$ cat src/rtl/pcm_pkg.sv
package pcm_pkg;
  typedef enum logic [2:0] {
    OP_ACT = 3'd0,
    OP_RD  = 3'd1,
    OP_WR  = 3'd2,
    OP_PRE = 3'd3,
    OP_PDE = 3'd4,
    OP_PDX = 3'd5
  } pcm_op_e;

  localparam int TI_BANK = 0;  // bank busy: close, write-back, powerdown moves
  localparam int TI_RCD  = 1;  // row-open to column
  localparam int TI_CCD  = 2;  // column to column
  localparam int TI_WTR  = 3;  // write to read
  localparam int TI_PRE  = 4;  // column to close
  localparam int TI_PDE  = 5;  // column to powerdown entry
  localparam int NUM_TIMERS = 6;
endpackage

$ cat src/rtl/pcm_gap_timer.sv
module pcm_gap_timer #(
  parameter int W = 8
) (
  input  logic         clk,
  input  logic         rst,
  input  logic         load,
  input  logic [W-1:0] val,
  output logic         done
);
  logic [W-1:0] cnt;
  logic [W-1:0] dec;

  assign dec  = (cnt == '0) ? '0 : cnt - 1'b1;
  assign done = (cnt == '0);

  // A new load never shortens a gap already running.
  always_ff @(posedge clk) begin
    if (rst)                    cnt <= '0;
    else if (load && val > dec) cnt <= val;
    else                        cnt <= dec;
  end
endmodule

$ cat src/rtl/pcm_data_window.sv
module pcm_data_window #(
  parameter int DELAY = 1,
  parameter int LEN   = 4
) (
  input  logic clk,
  input  logic rst,
  input  logic fire,
  output logic active
);
  localparam int HW = DELAY + LEN - 1;
  logic [HW-1:0] hist;  // bit i: command issued i+1 cycles ago

  generate
    if (HW == 1) begin : g_one
      always_ff @(posedge clk) begin
        if (rst) hist <= '0;
        else     hist <= fire;
      end
    end else begin : g_many
      always_ff @(posedge clk) begin
        if (rst) hist <= '0;
        else     hist <= {hist[HW-2:0], fire};
      end
    end
  endgenerate

  assign active = |hist[HW-1:DELAY-1];
endmodule

$ cat src/rtl/pcm_bank_tracker.sv
module pcm_bank_tracker
  import pcm_pkg::*;
#(
  parameter int ROW_W    = 16,
  parameter int CTR_W    = 8,
  parameter int T_RCD    = 48,
  parameter int T_RESET  = 40,
  parameter int T_SET    = 60,
  parameter int T_RP     = 1,
  parameter int T_CAS    = 1,
  parameter int T_BURST  = 4,
  parameter int T_CCD    = 2,
  parameter int T_CWD    = 4,
  parameter int T_WTR    = 3,
  parameter int T_RTP    = 3,
  parameter int T_RDPDEN = 5,
  parameter int T_WRPDEN = 68,
  parameter int T_PD     = 1,
  parameter int T_XP     = 3
) (
  input  logic             clk,
  input  logic             rst,
  input  logic             cmd_valid,
  input  logic [2:0]       cmd_op,
  input  logic [ROW_W-1:0] cmd_row,
  input  logic             cmd_set_pulse,
  output logic             cmd_ready,
  output logic             row_open,
  output logic [ROW_W-1:0] open_row,
  output logic             row_dirty,
  output logic             powered_down,
  output logic             rd_data_valid,
  output logic             wr_data_accept,
  output logic             refresh_req
);
  // Load value = gap - 1: a counter loaded at the accept edge reaches zero
  // exactly in the first cycle the follow-on command is legal.
  localparam logic [CTR_W-1:0] L_RCD    = CTR_W'(T_RCD - 1);
  localparam logic [CTR_W-1:0] L_CCD    = CTR_W'(T_CCD - 1);
  localparam logic [CTR_W-1:0] L_WTR    = CTR_W'(T_CWD + T_BURST + T_WTR - 2);
  localparam logic [CTR_W-1:0] L_PRE_RD = CTR_W'(T_RTP - 1);
  localparam logic [CTR_W-1:0] L_PRE_WR = CTR_W'(T_CWD + T_BURST - 1);
  localparam logic [CTR_W-1:0] L_PDE_RD = CTR_W'(T_RDPDEN - 1);
  localparam logic [CTR_W-1:0] L_PDE_WR = CTR_W'(T_WRPDEN - 1);
  localparam logic [CTR_W-1:0] L_CLEAN  = CTR_W'(T_RP - 1);
  localparam logic [CTR_W-1:0] L_RESET  = CTR_W'(T_RP + T_RESET - 1);
  localparam logic [CTR_W-1:0] L_SET    = CTR_W'(T_RP + T_SET - 1);
  localparam logic [CTR_W-1:0] L_PD     = CTR_W'(T_PD - 1);
  localparam logic [CTR_W-1:0] L_XP     = CTR_W'(T_XP - 1);

  logic                  fire;
  logic [NUM_TIMERS-1:0] t_load;
  logic [CTR_W-1:0]      t_val [NUM_TIMERS];
  logic [NUM_TIMERS-1:0] t_done;

  genvar gi;
  generate
    for (gi = 0; gi < NUM_TIMERS; gi++) begin : g_timer
      pcm_gap_timer #(.W(CTR_W)) u_timer (
        .clk  (clk),
        .rst  (rst),
        .load (t_load[gi]),
        .val  (t_val[gi]),
        .done (t_done[gi])
      );
    end
  endgenerate

  // Legality of the offered command
  logic col_ok;
  assign col_ok = !powered_down && row_open && t_done[TI_BANK] &&
                  t_done[TI_RCD] && t_done[TI_CCD];

  always_comb begin
    case (cmd_op)
      OP_ACT:  cmd_ready = !powered_down && !row_open && t_done[TI_BANK];
      OP_RD:   cmd_ready = col_ok && t_done[TI_WTR];
      OP_WR:   cmd_ready = col_ok;
      OP_PRE:  cmd_ready = !powered_down && t_done[TI_BANK] && t_done[TI_PRE];
      OP_PDE:  cmd_ready = !powered_down && t_done[TI_BANK] && t_done[TI_PDE];
      OP_PDX:  cmd_ready = powered_down && t_done[TI_BANK];
      default: cmd_ready = 1'b0;
    endcase
  end

  assign fire = cmd_valid && cmd_ready;

  // Timer loads per accepted command
  always_comb begin
    t_load = '0;
    for (int i = 0; i < NUM_TIMERS; i++) t_val[i] = '0;
    if (fire) begin
      case (cmd_op)
        OP_ACT: begin
          t_load[TI_RCD] = 1'b1; t_val[TI_RCD] = L_RCD;
        end
        OP_RD: begin
          t_load[TI_CCD] = 1'b1; t_val[TI_CCD] = L_CCD;
          t_load[TI_PRE] = 1'b1; t_val[TI_PRE] = L_PRE_RD;
          t_load[TI_PDE] = 1'b1; t_val[TI_PDE] = L_PDE_RD;
        end
        OP_WR: begin
          t_load[TI_CCD] = 1'b1; t_val[TI_CCD] = L_CCD;
          t_load[TI_WTR] = 1'b1; t_val[TI_WTR] = L_WTR;
          t_load[TI_PRE] = 1'b1; t_val[TI_PRE] = L_PRE_WR;
          t_load[TI_PDE] = 1'b1; t_val[TI_PDE] = L_PDE_WR;
        end
        OP_PRE: begin
          t_load[TI_BANK] = 1'b1;
          t_val[TI_BANK]  = !row_dirty ? L_CLEAN : (cmd_set_pulse ? L_SET : L_RESET);
        end
        OP_PDE: begin
          t_load[TI_BANK] = 1'b1; t_val[TI_BANK] = L_PD;
        end
        OP_PDX: begin
          t_load[TI_BANK] = 1'b1; t_val[TI_BANK] = L_XP;
        end
        default: ;
      endcase
    end
  end

  // Row buffer and power state
  always_ff @(posedge clk) begin
    if (rst) begin
      row_open     <= 1'b0;
      open_row     <= '0;
      row_dirty    <= 1'b0;
      powered_down <= 1'b0;
    end else if (fire) begin
      case (cmd_op)
        OP_ACT: begin
          row_open  <= 1'b1;
          open_row  <= cmd_row;
          row_dirty <= 1'b0;
        end
        OP_WR:  row_dirty <= 1'b1;
        OP_PRE: begin
          row_open  <= 1'b0;
          row_dirty <= 1'b0;
        end
        OP_PDE: powered_down <= 1'b1;
        OP_PDX: powered_down <= 1'b0;
        default: ;
      endcase
    end
  end

  pcm_data_window #(.DELAY(T_CAS), .LEN(T_BURST)) u_rd_win (
    .clk    (clk),
    .rst    (rst),
    .fire   (fire && cmd_op == OP_RD),
    .active (rd_data_valid)
  );

  pcm_data_window #(.DELAY(T_CWD), .LEN(T_BURST)) u_wr_win (
    .clk    (clk),
    .rst    (rst),
    .fire   (fire && cmd_op == OP_WR),
    .active (wr_data_accept)
  );

  assign refresh_req = 1'b0;
endmodule

$ cat config.mk
export PLATFORM = sky130hd
export DESIGN_NAME = pcm_bank_tracker
export DESIGN_NICKNAME = d
export VERILOG_FILES = /design/src/rtl/pcm_pkg.sv /design/src/rtl/pcm_gap_timer.sv /design/src/rtl/pcm_data_window.sv /design/src/rtl/pcm_bank_tracker.sv
export SDC_FILE = /design/constraint.sdc
export NUM_CORES = 1
export LEC_CHECK = 0
export ABC_AREA = 1
export BUFFER_PORTS_ARGS = -buffer_cell sky130_fd_sc_hd__buf_4
export CAP_MARGIN = 20
export CORE_UTILIZATION = 55
export CTS_BUF_LIST = sky130_fd_sc_hd__clkbuf_4 sky130_fd_sc_hd__clkbuf_8
export DETAILED_ROUTE_END_ITERATION = 8
export PLACE_DENSITY = 0.75
export RECOVER_POWER = 25
export SLEW_MARGIN = 40
export SYNTH_ARGS = -nofsm -noshare
export SYNTH_HDL_FRONTEND = slang
export SYNTH_SLANG_ARGS = --single-unit
$ cat constraint.sdc
create_clock -name clk -period 5.05 [get_ports clk]
set_input_delay 1.01 -clock clk [delete_from_list [all_inputs] [get_ports clk]]
set_output_delay 1.01 -clock clk [all_outputs]
set_load 0.02 [all_outputs]
==> impl_results.html, run 1 <==
<table>
<tr><th>Metric</th><th>Value</th></tr>
<tr><th colspan="2">Detailed routing</th></tr>
<tr><td>Number of iterations in the first detailed-routing pass</td><td>5</td></tr>
<tr><td>Number of nets with antenna violations after detailed routing</td><td>0</td></tr>
<tr><td>DRC violation count after routing</td><td>0</td></tr>
<tr><td>Average via count per standard cell</td><td>5.19</td></tr>
<tr><td>Iteration-0 DRC count of the detailed router</td><td>224</td></tr>
<tr><td>Overall routed net length</td><td>9940 um</td></tr>
<tr><td>Vias after detailed routing</td><td>4261</td></tr>
<tr><td>Detailed-route wire length per cell</td><td>12.1 um</td></tr>
<tr><th colspan="2">Power and ir drop</th></tr>
<tr><td>Leakage component of the power</td><td>2.47 nW</td></tr>
<tr><td>Power per cell area</td><td>668 mW/mm2</td></tr>
<tr><td>Post-layout total power</td><td>3.34 mW</td></tr>
<tr><td>Worst-case vdd ir drop</td><td>400 uV</td></tr>
<tr><th colspan="2">Placement</th></tr>
<tr><td>Number of placed instances with taps included</td><td>805</td></tr>
<tr><td>Placed standard-cell area</td><td>0.00485 mm2</td></tr>
<tr><td>Routability Congestion</td><td>0.897</td></tr>
<tr><td>Number of buffers inserted by port buffering</td><td>44</td></tr>
<tr><td>Total half-perimeter wirelength after legalization and detailed placement</td><td>7690 um</td></tr>
<tr><th colspan="2">Global routing</th></tr>
<tr><td>Maximum number of pins on one net before global-route repair</td><td>33</td></tr>
<tr><td>Overflow left after global routing</td><td>0</td></tr>
<tr><td>Overall fraction of global-route tracks in use</td><td>24.7%</td></tr>
<tr><td>Number of antenna violations at the first check in global routing</td><td>0</td></tr>
<tr><td>Global-route wire length before repair</td><td>17000 um</td></tr>
<tr><td>Vias in the first global route</td><td>4038</td></tr>
<tr><th colspan="2">Floorplan</th></tr>
<tr><td>Ports placed on the boundary</td><td>46</td></tr>
<tr><td>Num rows</td><td>32</td></tr>
<tr><td>Starting utilization of the core area</td><td>57.2%</td></tr>
<tr><td>Vertical extent of the die</td><td>91.9 um</td></tr>
<tr><td>Chip width</td><td>91.9 um</td></tr>
<tr><td>Core area</td><td>0.00777 mm2</td></tr>
<tr><td>Die footprint</td><td>0.00845 mm2</td></tr>
<tr><th colspan="2">Timing</th></tr>
<tr><td>Worst-Margin Slew</td><td>1.42 ns</td></tr>
<tr><td>Post-route setup TNS</td><td>0 ns</td></tr>
<tr><td>Final period demand of the worst path</td><td>3.40 ns</td></tr>
<tr><td>Setup repair after global routing missed its margin</td><td>false</td></tr>
<tr><td>Hold Fails Final Rpt</td><td>0</td></tr>
<tr><td>Worst Hold Margin</td><td>0.401 ns</td></tr>
<tr><td>Fmax achieved</td><td>294 MHz</td></tr>
<tr><td>Clk_skew</td><td>0.0141 ns</td></tr>
<tr><td>Fraction of the cycle the final worst path needs</td><td>67.3%</td></tr>
<tr><td>Max-slew violations</td><td>0</td></tr>
<tr><td>Setup violation total in the final timing report</td><td>0</td></tr>
<tr><td>Worst-case headroom to the max-slew limit</td><td>5.36%</td></tr>
<tr><th colspan="2">Logic synthesis</th></tr>
<tr><td>Number of warning messages in the yosys log</td><td>0</td></tr>
<tr><td>Synthesized netlist cell count</td><td>667</td></tr>
<tr><td>Post-synth EDFFs</td><td>0</td></tr>
<tr><td>Nets in the synthesized netlist</td><td>722</td></tr>
<tr><td>Flip-flop cell with the highest count after synthesis</td><td>sky130_fd_sc_hd__dfxtp_1</td></tr>
<tr><td>Syn Std Cell Area</td><td>0.00445 mm2</td></tr>
<tr><td>Synth cell types</td><td>34</td></tr>
<tr><td>Sequential cell area fraction in the yosys report</td><td>35.1%</td></tr>
<tr><td>Async set or reset register ratio after synthesis</td><td>0%</td></tr>
<tr><td>Flops &amp; latches, synth</td><td>78</td></tr>
<tr><td>Syn Area/Cell</td><td>6.66 um2</td></tr>
<tr><th colspan="2">Job</th></tr>
<tr><td>Max Cap Viol</td><td>0</td></tr>
<tr><th colspan="2">Worst setup path</th></tr>
<tr><td>Crit start category</td><td>input pin</td></tr>
<tr><td>Data arrival, critical path</td><td>3.67 ns</td></tr>
<tr><td>CP Class</td><td>input pin to flip-flop</td></tr>
<tr><td>Largest driver fanout on the critical path</td><td>6</td></tr>
<tr><td>Crit end category</td><td>flip-flop</td></tr>
<tr><td>Worst EP required</td><td>5.32 ns</td></tr>
<tr><td>Register-to-register setup slack</td><td>1.88 ns</td></tr>
<tr><td>Critical path origin</td><td>cmd_op[1]</td></tr>
<tr><td>Start of the worst register-to-register path</td><td>g_timer[5].u_timer.cnt[0]</td></tr>
<tr><th colspan="2">Layout</th></tr>
<tr><td>Non-filler cells in the finished layout</td><td>821</td></tr>
<tr><td>Diode count</td><td>0</td></tr>
<tr><td>Post-route cell area</td><td>0.00500 mm2</td></tr>
<tr><td>Layout net count</td><td>769</td></tr>
<tr><td>Share of final-layout standard cells stronger than drive strength 1</td><td>9.87%</td></tr>
<tr><td>Area delta synth-&gt;final</td><td>12.5%</td></tr>
<tr><th colspan="2">Clock tree</th></tr>
<tr><td>Source-to-sink clock delay at the later pin of the worst-skew pair</td><td>0.35 ns</td></tr>
<tr><td>CTS-repair resized insts</td><td>0</td></tr>
<tr><td>Clock-pin slew reported for the worst setup and hold paths after clock tree synthesis</td><td>0.08 ns</td></tr>
<tr><td>Master cell of the clock root buffer</td><td>sky130_fd_sc_hd__clkbuf_8</td></tr>
<tr><td>Count of clock tree sinks</td><td>78</td></tr>
<tr><td>Hold Buf Count CTS</td><td>0</td></tr>
<tr><td>Number of CTS-inserted buffers</td><td>9</td></tr>
<tr><td>Max Buffers Root-to-Sink</td><td>2</td></tr>
<tr><td>Level count of the clock H-tree</td><td>3</td></tr>
<tr><td>TritonCTS clock tree</td><td>done</td></tr>
<tr><td>Post-CTS setup buffers</td><td>0</td></tr>
<tr><th colspan="2">Min path</th></tr>
<tr><td>Path category of the worst min-delay check</td><td>flip-flop to flip-flop</td></tr>
<tr><td>Start point of the worst min-delay path</td><td>u_wr_win.hist[1]</td></tr>
<tr><th colspan="2">Status</th></tr>
<tr><td>Result of the run</td><td>complete, no violations</td></tr>
</table>
power breakdown:
group | switching, mW | internal [mW] | leakage, nW | total, mW
registers | 0.129 | 0.797 | 0.639 | 0.926
logic | 1.23 | 0.706 | 1.73 | 1.93
clock network | 0.227 | 0.256 | 0.104 | 0.483
Yosys cell counts (2+ instances only):
cell type	number	share of area (%)
sky130_fd_sc_hd__nand3_2	3	0.68
sky130_fd_sc_hd__inv_2	3	0.25
sky130_fd_sc_hd__nand3_1	55	6.2
sky130_fd_sc_hd__o21bai_1	4	0.68
sky130_fd_sc_hd__nor2_1	162	14
sky130_fd_sc_hd__nor2_2	6	0.84
sky130_fd_sc_hd__a21oi_1	29	3.3
sky130_fd_sc_hd__and3_1	2	0.28
sky130_fd_sc_hd__nand2_1	91	7.7
sky130_fd_sc_hd__o21ai_0	34	3.8
sky130_fd_sc_hd__nand4_1	10	1.4
sky130_fd_sc_hd__nor3_1	12	1.4
sky130_fd_sc_hd__ha_1	32	9.0
sky130_fd_sc_hd__clkbuf_1	5	0.42
sky130_fd_sc_hd__buf_6	2	0.51
sky130_fd_sc_hd__or2_2	4	0.56
sky130_fd_sc_hd__nor2_4	5	1.3
sky130_fd_sc_hd__inv_1	102	8.6
sky130_fd_sc_hd__nand3b_1	4	0.68
sky130_fd_sc_hd__dfxtp_1	78	35
sky130_fd_sc_hd__o21ai_1	11	1.2
final timing paths:
kind,to,cells after the start
worst max-delay path,g_timer[0].u_timer.cnt[2],20
worst min-delay path,u_wr_win.hist[2],2
worst max register to register,g_timer[0].u_timer.cnt[2],22
worst min register to register,u_wr_win.hist[2],2
layout by cell type (no fill, tap or decap), types with 16 or more instances in the layout:
master / instances
sky130_fd_sc_hd__nor2_1: 162
sky130_fd_sc_hd__inv_1: 102
sky130_fd_sc_hd__nand2_1: 91
sky130_fd_sc_hd__dfxtp_1: 78
sky130_fd_sc_hd__nand3_1: 55
sky130_fd_sc_hd__o21ai_0: 34
sky130_fd_sc_hd__ha_1: 32
sky130_fd_sc_hd__a21oi_1: 29
sky130_fd_sc_hd__buf_4: 28
sky130_fd_sc_hd__clkbuf_1: 16
logic make-up after synthesis:
kind of cell	after synthesis	synth area share [%]
buffers and inverters	114	10.1
adders and majority gates	32	9.01
AOI/OAI and AO/OA	82	9.71
xor gates and xnor gates	1	0.197
DFF	78	35.1
other	1	0.0844
and+or+nand+nor	359	35.8
sequential cells by signal (all words and copies together) (netlist names):
signal,flops
row_dirty,1
powered_down,1
row_open,1
u_rd_win.hist,4
u_wr_win.hist,7
open_row,16
g_timer.u_timer.cnt,48
routing by layer:
metal / up-vias / share of wire, % / GRT usage [%] / wire length (um)
met5: - / 0 / 0 / 0
met4: 0 / 1.3 / 8.20 / 129
met3: 14 / 5.1 / 5.31 / 510
met2: 107 / 48 / 44.9 / 4800
met1: 1919 / 45 / 28.6 / 4500
li1: 2221 / - / - / -
stage by stage:
step,setup slack [ns],util [%]
floorplan,1.72,-
global placement,1.47,62.5
detailed placement,1.35,62.5
CTS,1.71,65.2
global route,1.34,64.4
finish,1.65,64.4
final cells by class:
class | count | area, um2
clock buffers | 12 | 153
clock inverters | 4 | 55.1
fillers | 713 | 2770
inverters | 106 | 400
multi-input cells | 475 | 2430
flip-flops and latches | 78 | 1560
well taps | 102 | 128
repair buffers | 44 | 270
critical path, stage by stage:
cell and delay, ns:
sky130_fd_sc_hd__buf_4 0.13, sky130_fd_sc_hd__nor2_1 0.17, sky130_fd_sc_hd__nand2_1 0.18, sky130_fd_sc_hd__o21ai_1 0.20
sky130_fd_sc_hd__nand3_1 0.12, sky130_fd_sc_hd__nand3_2 0.13, sky130_fd_sc_hd__nand2_4 0.10, sky130_fd_sc_hd__inv_1 0.13
sky130_fd_sc_hd__nand3_1 0.10, sky130_fd_sc_hd__nor2_1 0.16, sky130_fd_sc_hd__ha_1 0.27, sky130_fd_sc_hd__nand3_1 0.09
sky130_fd_sc_hd__nand2_1 0.06, sky130_fd_sc_hd__a21oi_1 0.12, sky130_fd_sc_hd__nor2_1 0.05, sky130_fd_sc_hd__o21ai_0 0.13
sky130_fd_sc_hd__nor2_1 0.09, sky130_fd_sc_hd__nand2_1 0.10, sky130_fd_sc_hd__nand2_1 0.13, sky130_fd_sc_hd__o21ai_0 0.20
Note: power is estimated with default switching activity, not from simulation.
==> run 2, diff against run 1 <==
==> constraint.sdc (replaced) <==
create_clock -name clk -period 3.3 [get_ports clk]
set_input_delay 0.66 -clock clk [delete_from_list [all_inputs] [get_ports clk]]
set_output_delay 0.66 -clock clk [all_outputs]
set_load 0.02 [all_outputs]
==> run 2 against run 1 <==
Via count rose by 0.47%. Sequential cell count did not move. Critical path depth rose by 3. Sequential share of layout area fell by 0.44 points. Total power rose by 54%. Final cell count rose by 0.85%. Sequential power rose by 53%. Setup slack got worse by 1.4 ns. Clock power rose by 43%.
==> impl_results.html, run 2 (same netlist as run 1, synthesis figures left out) <==
<table>
<tr><th>Metric</th><th>Value</th></tr>
<tr><th colspan="2">Timing</th></tr>
<tr><td>Setup repair after global routing missed its margin</td><td>false</td></tr>
<tr><td>Clk_skew</td><td>0.0142 ns (+0.0000812 ns)</td></tr>
<tr><td>Fraction of the cycle the final worst path needs</td><td>90.9%</td></tr>
<tr><td>Post-route setup TNS</td><td>0 ns (unchanged)</td></tr>
<tr><td>Final period demand of the worst path</td><td>3.00 ns</td></tr>
<tr><td>Hold Fails Final Rpt</td><td>0 (unchanged)</td></tr>
<tr><td>Max-slew violations</td><td>0 (unchanged)</td></tr>
<tr><td>Final worst-path setup slack</td><td>0.300 ns (-1.35 ns)</td></tr>
<tr><td>Fmax achieved</td><td>333 MHz</td></tr>
<tr><td>Worst Hold Margin</td><td>0.406 ns (+0.00499 ns)</td></tr>
<tr><td>Setup violation total in the final timing report</td><td>0 (unchanged)</td></tr>
<tr><td>Worst-Margin Slew</td><td>0.749 ns (-0.670 ns)</td></tr>
<tr><td>Worst-case headroom to the max-slew limit</td><td>49.7% (+44 points)</td></tr>
<tr><th colspan="2">Power and ir drop</th></tr>
<tr><td>Power per cell area</td><td>1010 mW/mm2 (+52%)</td></tr>
<tr><td>Worst-case vdd ir drop</td><td>615 uV (+54%)</td></tr>
<tr><td>Leakage component of the power</td><td>2.50 nW (+1.1%)</td></tr>
<tr><th colspan="2">Worst setup path</th></tr>
<tr><td>Worst EP required</td><td>3.53 ns (-1.79 ns)</td></tr>
<tr><td>Data arrival, critical path</td><td>3.23 ns (-0.44 ns)</td></tr>
<tr><td>CP Class</td><td>flip-flop to flip-flop</td></tr>
<tr><td>Largest driver fanout on the critical path</td><td>7 (+1)</td></tr>
<tr><td>Crit end category</td><td>flip-flop</td></tr>
<tr><td>Crit start category</td><td>flip-flop</td></tr>
<tr><th colspan="2">Layout</th></tr>
<tr><td>Non-filler cells in the finished layout</td><td>828 (+0.85%)</td></tr>
<tr><td>Post-route cell area</td><td>0.00507 mm2 (+1.4%)</td></tr>
<tr><td>Layout net count</td><td>776 (+0.91%)</td></tr>
<tr><td>Max FFs per register</td><td>48 (unchanged)</td></tr>
<tr><td>Area delta synth-&gt;final</td><td>14.1%</td></tr>
<tr><td>Storage cell area</td><td>0.00156 mm2 (unchanged)</td></tr>
<tr><td>Most common cell after layout, fill and taps aside</td><td>sky130_fd_sc_hd__nor2_1</td></tr>
<tr><td>Share of final-layout standard cells stronger than drive strength 1</td><td>11.8% (+2.0 points)</td></tr>
<tr><td>Registers with the most flip-flops</td><td>g_timer.u_timer.cnt (48), open_row (16), u_wr_win.hist (7)</td></tr>
<tr><td>Footprint of the multi-input gates</td><td>0.00247 mm2 (+1.3%)</td></tr>
<tr><td>Diode count</td><td>0 (unchanged)</td></tr>
<tr><td>Total of fill cells in the finished design</td><td>721 (+1.1%)</td></tr>
<tr><td>Register bank with the most flops</td><td>g_timer.u_timer.cnt</td></tr>
<tr><td>Commonest non-fill, non-tap cells in the layout</td><td>161 x sky130_fd_sc_hd__nor2_1, 99 x sky130_fd_sc_hd__inv_1, 90 x sky130_fd_sc_hd__nand2_1</td></tr>
<tr><th colspan="2">Job</th></tr>
<tr><td>Max Cap Viol</td><td>0 (unchanged)</td></tr>
<tr><th colspan="2">Detailed routing</th></tr>
<tr><td>Vias after detailed routing</td><td>4281 (+0.47%)</td></tr>
<tr><td>Overall routed net length</td><td>9920 um (-0.15%)</td></tr>
<tr><td>Average via count per standard cell</td><td>5.17 (-0.38%)</td></tr>
<tr><td>Number of nets with antenna violations after detailed routing</td><td>0 (unchanged)</td></tr>
<tr><td>Iteration-0 DRC count of the detailed router</td><td>178 (-21%)</td></tr>
<tr><td>DRC violation count after routing</td><td>0 (unchanged)</td></tr>
<tr><td>Detailed-route wire length per cell</td><td>12.0 um (-1.0%)</td></tr>
<tr><td>Number of iterations in the first detailed-routing pass</td><td>5 (unchanged)</td></tr>
<tr><th colspan="2">Floorplan</th></tr>
<tr><td>Die footprint</td><td>0.00845 mm2 (unchanged)</td></tr>
<tr><td>Core area</td><td>0.00777 mm2 (unchanged)</td></tr>
<tr><td>Vertical extent of the die</td><td>91.9 um (unchanged)</td></tr>
<tr><td>Starting utilization of the core area</td><td>57.2% (unchanged)</td></tr>
<tr><td>Chip width</td><td>91.9 um (unchanged)</td></tr>
<tr><td>Ports placed on the boundary</td><td>46 (unchanged)</td></tr>
<tr><td>Num rows</td><td>32 (unchanged)</td></tr>
<tr><th colspan="2">Global routing</th></tr>
<tr><td>Global-route wire length before repair</td><td>17200 um (+1.3%)</td></tr>
<tr><td>Maximum number of pins on one net before global-route repair</td><td>33 (unchanged)</td></tr>
<tr><td>Overflow left after global routing</td><td>0 (unchanged)</td></tr>
<tr><td>Vias in the first global route</td><td>4117 (+2.0%)</td></tr>
<tr><td>Overall fraction of global-route tracks in use</td><td>24.9% (+0.20 points)</td></tr>
<tr><td>Number of antenna violations at the first check in global routing</td><td>0 (unchanged)</td></tr>
<tr><th colspan="2">Clock tree</th></tr>
<tr><td>Source-to-sink clock delay at the later pin of the worst-skew pair</td><td>0.35 ns (about the same)</td></tr>
<tr><td>TritonCTS clock tree</td><td>done</td></tr>
<tr><td>Level count of the clock H-tree</td><td>3 (unchanged)</td></tr>
<tr><td>Count of clock tree sinks</td><td>78 (unchanged)</td></tr>
<tr><td>Master cell of the clock root buffer</td><td>sky130_fd_sc_hd__clkbuf_8</td></tr>
<tr><td>Hold Buf Count CTS</td><td>0 (unchanged)</td></tr>
<tr><td>Clock-pin slew reported for the worst setup and hold paths after clock tree synthesis</td><td>0.09 ns (about the same)</td></tr>
<tr><td>Max Buffers Root-to-Sink</td><td>2 (unchanged)</td></tr>
<tr><td>Number of CTS-inserted buffers</td><td>9 (unchanged)</td></tr>
<tr><th colspan="2">Placement</th></tr>
<tr><td>Total half-perimeter wirelength after legalization and detailed placement</td><td>7380 um (-4.1%)</td></tr>
<tr><td>Pre-CTS setup slack</td><td>0.0132 ns (-1.33 ns)</td></tr>
<tr><td>Placed standard-cell area</td><td>0.00489 mm2 (+0.77%)</td></tr>
<tr><td>Number of buffers inserted by port buffering</td><td>44 (unchanged)</td></tr>
<tr><td>Routability Congestion</td><td>0.913 (+1.8%)</td></tr>
<tr><td>Number of placed instances with taps included</td><td>810 (+0.62%)</td></tr>
<tr><th colspan="2">Min path</th></tr>
<tr><td>Path category of the worst min-delay check</td><td>flip-flop to flip-flop</td></tr>
<tr><th colspan="2">Status</th></tr>
<tr><td>Result of the run</td><td>complete, no violations</td></tr>
</table>
run 2: cell types whose count changed in the layout (fill, tap and decap cells not counted), moves of 2 or more:
cell                       change
sky130_fd_sc_hd__o21ai_1       +4
sky130_fd_sc_hd__inv_2         +2
sky130_fd_sc_hd__clkbuf_4      -2
sky130_fd_sc_hd__buf_4         +8
sky130_fd_sc_hd__inv_1         -3
sky130_fd_sc_hd__o21ai_0       -4
run 2: area by class of cell:
type	count	share of cell area, %
multi-input combinational	475	48.6
tap	102	2.52
clock inverter	5	0.789
inverter	106	7.89
timing repair buffer	51	6.44
sequential	78	30.8
clock buffer	11	2.98
run 2: metrics by stage:
| step | total power [mW] | util, % |
|---|---|---|
| 2_1_floorplan | 3.72 | - |
| 3_3_place_gp | 4.24 | 63.0 |
| 3_5_place_dp | 4.36 | 63.0 |
| 4_1_cts | 5.07 | 65.4 |
| 5_1_grt | 5.68 | 65.3 |
| 6_report | 5.15 | 65.3 |
run 2: worst max-delay path, stage by stage (launching register included):
cell,delay (ns)
sky130_fd_sc_hd__dfxtp_1,0.31
sky130_fd_sc_hd__inv_1,0.11
sky130_fd_sc_hd__ha_1,0.16
sky130_fd_sc_hd__nand3_1,0.11
sky130_fd_sc_hd__nor2_4,0.20
sky130_fd_sc_hd__nand2_2,0.10
sky130_fd_sc_hd__nor2_1,0.11
sky130_fd_sc_hd__nand2_1,0.11
sky130_fd_sc_hd__nand3_2,0.12
sky130_fd_sc_hd__nand2_4,0.11
sky130_fd_sc_hd__inv_2,0.10
sky130_fd_sc_hd__nand3_2,0.08
sky130_fd_sc_hd__inv_2,0.10
sky130_fd_sc_hd__ha_4,0.22
sky130_fd_sc_hd__a21oi_2,0.15
sky130_fd_sc_hd__nand2_1,0.06
sky130_fd_sc_hd__a21oi_1,0.13
sky130_fd_sc_hd__nor2_1,0.05
sky130_fd_sc_hd__o21ai_0,0.14
sky130_fd_sc_hd__nor2_1,0.09
sky130_fd_sc_hd__nand2_1,0.11
sky130_fd_sc_hd__nor2_1,0.05
sky130_fd_sc_hd__nand2_1,0.07
sky130_fd_sc_hd__o21ai_1,0.09
run 2: metal layers:
metal	GRT usage, %	wire (um)	share of wire, %	vias to the layer above
met1	30.5	4500	45	1922
met2	43.5	4760	48	116
li1	-	-	-	2229
met5	0	0	0	-
met3	4.89	505	5.1	14
met4	8.59	152	1.5	0
run 2: timing repair:
action                                  CTS  global route
endpoints found under the hold margin     0             0
endpoints found under the setup margin    0             9
setup buffers                             0             2
resized for setup                         0            12
run 2: path summary, 6_finish.rpt:
kind                             startpoint                        end  slack (ns)  cells past startpoint
setup / recovery  g_timer[0].u_timer.cnt[0]  g_timer[0].u_timer.cnt[3]        0.30                     23
hold / removal             u_wr_win.hist[0]           u_wr_win.hist[1]        0.41                      2
setup reg to reg  g_timer[0].u_timer.cnt[0]  g_timer[0].u_timer.cnt[3]        0.30                     23
hold reg to reg            u_wr_win.hist[0]           u_wr_win.hist[1]        0.41                      2
run 2: power breakdown:
group	internal (mW)	switching [mW]	leakage (nW)
clock	0.321	0.369	0.100
sequential	1.22	0.197	0.639
combinational	1.14	1.90	1.76
total	2.68	2.47	2.50
